[config.mk]
export PLATFORM = sky130hd
export DESIGN_NAME = mbx_sema_arbiter
export DESIGN_NICKNAME = d
export VERILOG_FILES = /design/src/rtl/mbx_sema_pkg.sv /design/src/rtl/mbx_addr_decode.sv /design/src/rtl/mbx_sema_cell.sv /design/src/rtl/mbx_irq_ctrl.sv /design/src/rtl/mbx_sema_arbiter.sv
export SDC_FILE = /design/constraint.sdc
export NUM_CORES = 1
export LEC_CHECK = 0
export BUFFER_PORTS_ARGS = -buffer_cell sky130_fd_sc_hd__buf_2
export CAP_MARGIN = 20
export CORE_ASPECT_RATIO = 0.5
export CORE_MARGIN = 3
export CORE_UTILIZATION = 50
export DETAILED_ROUTE_END_ITERATION = 8
export HOLD_SLACK_MARGIN = 0.15
export PLACE_DENSITY = 0.78
export SLEW_MARGIN = 20
export SYNTH_ARGS = -nofsm -noshare
export SYNTH_HDL_FRONTEND = slang
export SYNTH_SLANG_ARGS = --single-unit
[constraint.sdc]
create_clock -name clk -period 2.3 [get_ports clk]
set_clock_uncertainty 0.2 [all_clocks]
set_input_delay 0 -clock clk [delete_from_list [all_inputs] [get_ports clk]]
set_output_delay 0 -clock clk [all_outputs]
set_load 0.03 [all_outputs]
[src/rtl/mbx_sema_pkg.sv]
// Package: shared codes and default widths for the mailbox semaphore arbiter.
// Assumes both register ports are byte wide with an 8-bit address.
package mbx_sema_pkg;

    localparam int MBX_ADDR_W = 8;
    localparam int MBX_DATA_W = 8;
    localparam int MBX_NSEM   = 3;
    localparam int MBX_EN_LO  = 8;   // enable bits not tied to semaphores

    // Owner code as read back through either port.
    typedef enum logic [1:0] {
        SEM_FREE = 2'b00,
        SEM_HOST = 2'b01,
        SEM_DEV  = 2'b11
    } sem_code_t;

endpackage

[src/rtl/mbx_addr_decode.sv]
// Module: mbx_addr_decode
// Turns the host and device write strobes into per-semaphore request and
// release commands, plus write enables for the enable and status registers.
// Assumes one write per port per cycle, and that only bits 1:0 of a
// semaphore write carry meaning.
module mbx_addr_decode
    import mbx_sema_pkg::*;
#(
    parameter int                NSEM      = MBX_NSEM,
    parameter int                ADDR_W    = MBX_ADDR_W,
    parameter int                DATA_W    = MBX_DATA_W,
    parameter logic [ADDR_W-1:0] H_SEM_BASE = 'h1C,
    parameter logic [ADDR_W-1:0] H_EN_LO    = 'h17,
    parameter logic [ADDR_W-1:0] H_EN_HI    = 'h18,
    parameter logic [ADDR_W-1:0] H_STAT     = 'h19,
    parameter logic [ADDR_W-1:0] D_SEM_BASE = 'h00
) (
    input  logic              host_we,
    input  logic [ADDR_W-1:0] host_addr,
    input  logic [DATA_W-1:0] host_wdata,
    input  logic              dev_we,
    input  logic [ADDR_W-1:0] dev_addr,
    input  logic [DATA_W-1:0] dev_wdata,
    output logic [NSEM-1:0]   h_req,
    output logic [NSEM-1:0]   h_rel,
    output logic [NSEM-1:0]   d_req,
    output logic [NSEM-1:0]   d_rel,
    output logic              en_lo_we,
    output logic              en_hi_we,
    output logic              stat_we
);

    logic [1:0] h_code;
    logic [1:0] d_code;

    assign h_code = host_wdata[1:0];
    assign d_code = dev_wdata[1:0];

    // Per-semaphore command strobes, one decoder slice per semaphore.
    for (genvar g = 0; g < NSEM; g++) begin : g_sem
        logic h_hit;
        logic d_hit;
        assign h_hit    = host_we && (host_addr == ADDR_W'(H_SEM_BASE + g));
        assign d_hit    = dev_we  && (dev_addr  == ADDR_W'(D_SEM_BASE + g));
        assign h_req[g] = h_hit && (h_code == SEM_HOST);
        assign h_rel[g] = h_hit && (h_code == SEM_FREE);
        assign d_req[g] = d_hit && (d_code == SEM_DEV);
        assign d_rel[g] = d_hit && (d_code == SEM_FREE);
    end

    // Host-only control registers.
    assign en_lo_we = host_we && (host_addr == H_EN_LO);
    assign en_hi_we = host_we && (host_addr == H_EN_HI);
    assign stat_we  = host_we && (host_addr == H_STAT);

endmodule

[src/rtl/mbx_sema_cell.sv]
// Module: mbx_sema_cell
// Ownership state for one mailbox: current owner code plus one pending
// request flag per agent. Grants are registered. host_won marks the cycle
// whose edge hands the mailbox from the device to the host.
// Assumes request and release from one agent never arrive together.
module mbx_sema_cell
    import mbx_sema_pkg::*;
(
    input  logic      clk,
    input  logic      rst_n,
    input  logic      h_req,
    input  logic      h_rel,
    input  logic      d_req,
    input  logic      d_rel,
    output sem_code_t owner,
    output logic      host_won
);

    sem_code_t owner_q, owner_d;
    logic      host_pend_q, host_pend_d;
    logic      dev_pend_q, dev_pend_d;

    // Next-state arbitration: free grant, pending capture, hand-over.
    always_comb begin
        owner_d     = owner_q;
        host_pend_d = host_pend_q;
        dev_pend_d  = dev_pend_q;
        host_won    = 1'b0;
        case (owner_q)
            SEM_FREE: begin
                if (h_req) begin
                    owner_d = SEM_HOST;
                    if (d_req) dev_pend_d = 1'b1;
                end else if (d_req) begin
                    owner_d = SEM_DEV;
                end
            end
            SEM_HOST: begin
                if (d_req) dev_pend_d = 1'b1;
                if (h_rel) begin
                    if (dev_pend_q || d_req) begin
                        owner_d    = SEM_DEV;
                        dev_pend_d = 1'b0;
                    end else begin
                        owner_d = SEM_FREE;
                    end
                end
            end
            SEM_DEV: begin
                if (h_req) host_pend_d = 1'b1;
                if (d_rel) begin
                    if (host_pend_q || h_req) begin
                        owner_d     = SEM_HOST;
                        host_pend_d = 1'b0;
                        host_won    = 1'b1;
                    end else begin
                        owner_d = SEM_FREE;
                    end
                end
            end
            default: begin
                owner_d = SEM_FREE;
            end
        endcase
    end

    // State registers with synchronous active-low reset.
    always_ff @(posedge clk) begin
        if (!rst_n) begin
            owner_q     <= SEM_FREE;
            host_pend_q <= 1'b0;
            dev_pend_q  <= 1'b0;
        end else begin
            owner_q     <= owner_d;
            host_pend_q <= host_pend_d;
            dev_pend_q  <= dev_pend_d;
        end
    end

    assign owner = owner_q;

    // only the three defined owner codes ever appear.
    p_code_legal_r2: assert property (@(posedge clk) disable iff (!rst_n)
        owner_q != 2'b10);

    // the host keeps the mailbox until it releases it.
    p_host_keeps_r4: assert property (@(posedge clk) disable iff (!rst_n)
        (owner_q == SEM_HOST && !h_rel) |=> owner_q == SEM_HOST);

    // the device keeps the mailbox until it releases it.
    p_dev_keeps_r4: assert property (@(posedge clk) disable iff (!rst_n)
        (owner_q == SEM_DEV && !d_rel) |=> owner_q == SEM_DEV);

    // a waiting device takes over on host release.
    p_handover_r4: assert property (@(posedge clk) disable iff (!rst_n)
        (owner_q == SEM_HOST && h_rel && dev_pend_q) |=> owner_q == SEM_DEV);

    // the host wins a free mailbox whenever it asks.
    p_host_first_r5: assert property (@(posedge clk) disable iff (!rst_n)
        (owner_q == SEM_FREE && h_req) |=> owner_q == SEM_HOST);

    // an owner release with nobody waiting frees the mailbox.
    p_release_free_r7: assert property (@(posedge clk) disable iff (!rst_n)
        (owner_q == SEM_HOST && h_rel && !dev_pend_q && !d_req) |=> owner_q == SEM_FREE);

    // a take-over pulse always leaves the host as owner.
    p_won_owner_r8: assert property (@(posedge clk) disable iff (!rst_n)
        host_won |=> owner_q == SEM_HOST);

endmodule

[src/rtl/mbx_irq_ctrl.sv]
// Module: mbx_irq_ctrl
// Holds the 11-bit interrupt enable register and the sticky granted flags,
// and forms the host interrupt. Flags set on host take-over and clear on a
// write of 1. Assumes the enables for the granted flags sit above the low
// byte, one per semaphore.
module mbx_irq_ctrl
    import mbx_sema_pkg::*;
#(
    parameter int NSEM   = MBX_NSEM,
    parameter int DATA_W = MBX_DATA_W,
    parameter int EN_LO  = MBX_EN_LO
) (
    input  logic                  clk,
    input  logic                  rst_n,
    input  logic                  en_lo_we,
    input  logic                  en_hi_we,
    input  logic                  stat_we,
    input  logic [DATA_W-1:0]     wdata,
    input  logic [NSEM-1:0]       won,
    output logic [EN_LO+NSEM-1:0] en_q,
    output logic [NSEM-1:0]       stat_q,
    output logic                  irq
);

    localparam int EN_W = EN_LO + NSEM;

    logic [NSEM-1:0] clr_mask;

    assign clr_mask = stat_we ? wdata[NSEM-1:0] : '0;

    // Enable register: low byte and upper semaphore enables written separately.
    always_ff @(posedge clk) begin
        if (!rst_n) begin
            en_q <= '0;
        end else begin
            if (en_lo_we) en_q[EN_LO-1:0]    <= wdata[EN_LO-1:0];
            if (en_hi_we) en_q[EN_W-1:EN_LO] <= wdata[NSEM-1:0];
        end
    end

    // Sticky granted flags: set beats write-one-to-clear.
    always_ff @(posedge clk) begin
        if (!rst_n) begin
            stat_q <= '0;
        end else begin
            stat_q <= (stat_q & ~clr_mask) | won;
        end
    end

    // Host interrupt from enabled granted flags.
    assign irq = |(stat_q & en_q[EN_W-1:EN_LO]);

    for (genvar g = 0; g < NSEM; g++) begin : g_chk
        // a flag holds unless the host clears it.
        p_flag_sticky_r8: assert property (@(posedge clk) disable iff (!rst_n)
            (stat_q[g] && !(stat_we && wdata[g])) |=> stat_q[g]);
        // a take-over always leaves its flag set, even under a clear.
        p_set_wins_r8: assert property (@(posedge clk) disable iff (!rst_n)
            won[g] |=> stat_q[g]);
    end

    // a disabled upper enable field cannot raise the line.
    p_irq_masked_r9: assert property (@(posedge clk) disable iff (!rst_n)
        (en_q[EN_W-1:EN_LO] == '0) |-> !irq);

endmodule

[src/rtl/mbx_sema_arbiter.sv]
// Module: mbx_sema_arbiter (top)
// Arbitrates three shared mailboxes between a host register port and a
// device register port. Owner codes read back combinationally from
// registered state. Assumes unmapped addresses read as zero and that writes
// to them are dropped.
module mbx_sema_arbiter
    import mbx_sema_pkg::*;
#(
    parameter int                NSEM       = MBX_NSEM,
    parameter int                ADDR_W     = MBX_ADDR_W,
    parameter int                DATA_W     = MBX_DATA_W,
    parameter int                EN_LO      = MBX_EN_LO,
    parameter logic [ADDR_W-1:0] H_SEM_BASE = 'h1C,
    parameter logic [ADDR_W-1:0] H_EN_LO    = 'h17,
    parameter logic [ADDR_W-1:0] H_EN_HI    = 'h18,
    parameter logic [ADDR_W-1:0] H_STAT     = 'h19,
    parameter logic [ADDR_W-1:0] D_SEM_BASE = 'h00
) (
    input  logic              clk,
    input  logic              rst_n,
    input  logic              host_we,
    input  logic [ADDR_W-1:0] host_addr,
    input  logic [DATA_W-1:0] host_wdata,
    output logic [DATA_W-1:0] host_rdata,
    input  logic              dev_we,
    input  logic [ADDR_W-1:0] dev_addr,
    input  logic [DATA_W-1:0] dev_wdata,
    output logic [DATA_W-1:0] dev_rdata,
    output logic              host_irq
);

    localparam int EN_W = EN_LO + NSEM;

    logic [NSEM-1:0] h_req, h_rel, d_req, d_rel, won;
    logic            en_lo_we, en_hi_we, stat_we;
    logic [EN_W-1:0] en_q;
    logic [NSEM-1:0] stat_q;
    sem_code_t       owner [NSEM];

    mbx_addr_decode #(
        .NSEM(NSEM), .ADDR_W(ADDR_W), .DATA_W(DATA_W),
        .H_SEM_BASE(H_SEM_BASE), .H_EN_LO(H_EN_LO), .H_EN_HI(H_EN_HI),
        .H_STAT(H_STAT), .D_SEM_BASE(D_SEM_BASE)
    ) i_decode (
        .host_we    (host_we),
        .host_addr  (host_addr),
        .host_wdata (host_wdata),
        .dev_we     (dev_we),
        .dev_addr   (dev_addr),
        .dev_wdata  (dev_wdata),
        .h_req      (h_req),
        .h_rel      (h_rel),
        .d_req      (d_req),
        .d_rel      (d_rel),
        .en_lo_we   (en_lo_we),
        .en_hi_we   (en_hi_we),
        .stat_we    (stat_we)
    );

    for (genvar g = 0; g < NSEM; g++) begin : g_cell
        mbx_sema_cell i_cell (
            .clk      (clk),
            .rst_n    (rst_n),
            .h_req    (h_req[g]),
            .h_rel    (h_rel[g]),
            .d_req    (d_req[g]),
            .d_rel    (d_rel[g]),
            .owner    (owner[g]),
            .host_won (won[g])
        );
    end

    mbx_irq_ctrl #(
        .NSEM(NSEM), .DATA_W(DATA_W), .EN_LO(EN_LO)
    ) i_irq (
        .clk      (clk),
        .rst_n    (rst_n),
        .en_lo_we (en_lo_we),
        .en_hi_we (en_hi_we),
        .stat_we  (stat_we),
        .wdata    (host_wdata),
        .won      (won),
        .en_q     (en_q),
        .stat_q   (stat_q),
        .irq      (host_irq)
    );

    // Host read mux: semaphores, enable halves, granted flags.
    always_comb begin
        host_rdata = '0;
        for (int i = 0; i < NSEM; i++) begin
            if (host_addr == ADDR_W'(H_SEM_BASE + i)) host_rdata = DATA_W'(owner[i]);
        end
        if (host_addr == H_EN_LO) host_rdata = DATA_W'(en_q[EN_LO-1:0]);
        if (host_addr == H_EN_HI) host_rdata = DATA_W'(en_q[EN_W-1:EN_LO]);
        if (host_addr == H_STAT)  host_rdata = DATA_W'(stat_q);
    end

    // Device read mux: semaphores only.
    always_comb begin
        dev_rdata = '0;
        for (int i = 0; i < NSEM; i++) begin
            if (dev_addr == ADDR_W'(D_SEM_BASE + i)) dev_rdata = DATA_W'(owner[i]);
        end
    end

    // a host write of an undefined code leaves every owner unchanged.
    p_bad_code_r6: assert property (@(posedge clk) disable iff (!rst_n)
        (host_we && host_addr == H_SEM_BASE && host_wdata[1]
         && !(dev_we && dev_addr == D_SEM_BASE))
        |=> $stable(owner[0]));

    // the interrupt line is low in the first cycle after reset.
    p_irq_after_reset_r1: assert property (@(posedge clk)
        !$past(rst_n) |-> !host_irq);

endmodule

==> impl_metrics.ini <==
[status]
status = finished, final reports clean

[logic_synthesis]
netlist.top_cell.by_area = dfxtp_1
ys_ff_latch = 26
synthArstFlopShare = 0
synth_enable_flop_cells = 0
yosysTopAreaCellShare = 0.3059
synth_cell_type_count = 47
postSynthAreaPerCell_um2 = 7.529
syn_area_um2 = 1702
yosysWarnings = 0
syn-instance-count = 226
synthTopCellsByArea = dfxtp_1 (31%), nand2_1 (5.3%), nor2_1 (5.1%)
ys_dominant_reg_cell = dfxtp_1
ys_seq_area_frac = 0.3059

[cts]
cts_setup_buffers = 0
cts-root-buf = clkbuf_8
cts_num_sinks = 26
numCtsBuffers = 3
clkTransAtPathRegs_ns = 0.10
clk_latency_ns = 0.28
clk_path_buf_depth = 2
cts_tree = built
htree_levels = 1

[setup_path]
critPathBufInv = 3
start_kind = input pin
crit_path_top_delay_cell = dlygate4sd3_1
crit_family = buffers and inverters
worst-path-max-fanout = 8
path_common_cell = dlygate4sd3_1
cp_slowest_stage_delay_ns = 0.59
setup.worst_path.end_class = flip-flop
rrSetupSlack_ns = 0.34
crit_path_cell_trace = dlygate4sd3_1 -> clkbuf_4 -> nand2_1 -> or4_1 -> dlygate4sd3_1 -> o21ai_0 -> a21oi_1
cp.arrival_ns = 2.20
criticalPathCategory = input pin to flip-flop
cp_data_required_time_ns = 2.26

[drt]
routedWlPerCell_um = 15.87
ant_nets = 0
remaining_drc_errors = 0
dr.pass1.iters = 6
vias = 2077
drt-total-wl_um = 5411
vias_per_cell = 6.091
drtIter0Drc = 236

[placement]
gp_congestion = 0.8310
dp_slack_ns = 0.1037
placed_cells = 299
postPlaceCellArea_um2 = 1936
port_buffers = 40
dp_hpwl_um = 3326

[sta]
finalHoldViolCount = 0
setup_viol = 0
relSlewSlack = 0.6074
tightest_slew_ns = 0.5841
timing.final.crit_share = 0.9757
slew_violations = 0
layout_min_cycle_time_ns = 2.244
fmax_ghz = 0.4456
setup_ws_ns = 0.05580

[floorplan]
row_count = 14
core_um2 = 3118
die_h_um = 47.25
die_area_um2 = 4182
start_util = 0.5457
dieWidth_um = 88.50
ios = 53

[global_routing]
met3_usage = 0.04729
grt_max_degree = 18
top_usage_layer = met2
grt_pass1_vias = 1847
overflow = 0
use_met2 = 0.4681
use_met1 = 0.3081
grt_usage = 0.2538
antenna_found_initial = 0
grt_pass1_wl_um = 8142

[hold_path]
hold_path.class = input pin to flip-flop

[pwr]
power_density_nw_per_um2 = 431.4
power.leakage_nw = 0.9591
power.total_w = 0.001039
peakVddDrop_uv = 207.2

[layout]
nets = 338
area.growth.synth_to_final_pct = 41.54
final_cell_mix = buf_2 (39), dlygate4sd3_1 (38), dfxtp_1 (26), nand2_1 (24), nor2_1 (23)
n_antenna_cell = 0
utilization = 0.7725
design_area_um2 = 2409
layoutNonFillerInstCount = 341
final_common_cell = buf_2
drive_gt1_frac = 0.2159

[flow_run]
maxCapViolations = 0
==> synthesized netlist by cell type, drive strengths merged, types with 7 or more instances <==
master / count
a21oi: 14
a31oi: 7
and2: 9
buf: 7
clkbuf: 14
dfxtp: 26
inv: 7
mux2i: 7
nand2: 24
nand3: 13
nor2: 23
o21ai: 12
==> sequential cells by signal, summed over array words and instances, names as in the netlist <==
name                       flops
g_cell.i_cell.owner            6
g_cell.i_cell.host_pend_q      3
i_irq.en_q                    11
i_irq.stat_q                   3
g_cell.i_cell.dev_pend_q       3
==> stage by stage <==
step / hold slack (ns) / TNS [ns]
floorplan: -0.05606 / 0
global placement: 0.05390 / 0
detailed placement: 0.06405 / 0
CTS: 0.1506 / 0
global route: 0.1855 / -0.05342
finish: 0.1519 / 0
==> cell families after synthesis <==
group / Yosys count / share of synthesized area
other: 1 / 0.002204
and+or+nand+nor: 111 / 0.3684
buffers and inverters: 28 / 0.07573
AOI/OAI and AO/OA: 53 / 0.2066
muxes: 7 / 0.04118
DFF: 26 / 0.3059
==> where the power goes <==
part	switching (W)	total (W)	leakage [nW]	internal, W
Sequential	0.0000143	0.000469	0.209	0.000455
Combinational	0.0000919	0.000175	0.714	0.0000826
Clock	0.000161	0.000395	0.0357	0.000234
Total	0.000268	0.00104	0.959	0.000771
==> worst register-to-register path, cell delays in order (launching register included) <==
cell,delay [ns]
dfxtp_1,0.34
or3b_2,0.43
or4_1,0.49
o22ai_1,0.15
a21oi_1,0.09
o21a_1,0.17
==> repair_timing <==
action / 4_1_cts / 5_1_grt
hold buffers: 37 / 2
resized for setup: 0 / 4
endpoints found under the setup margin: 0 / 5
endpoints found under the hold margin: 26 / 2
==> metal layers <==
metal  up-vias  share of wire
met4         0          0.020
met5         -              0
met2        99           0.49
met3        22          0.071
met1       991           0.42
li1        965              -
==> worst paths after layout <==
path | cells past startpoint | end | start
max reg2reg | 5 | g_cell[1].i_cell.owner[0] | g_cell[1].i_cell.owner[0]
max | 7 | i_irq.stat_q[2] | host_addr[0]
min reg2reg | 2 | i_irq.en_q[6] | i_irq.en_q[6]
min | 7 | g_cell[2].i_cell.dev_pend_q | dev_addr[0]
==> cell type report <==
cell class              instances  area (um2)
clock buffers                   3       41.29
flip-flops and latches         26       520.5
inverters                       7       26.28
repair buffers                 87       650.6
multi-input cells             177        1090
clock inverters                 1       30.03
fillers                       227       709.4
well taps                      40       50.05
(Power assumes the default switching activity.)
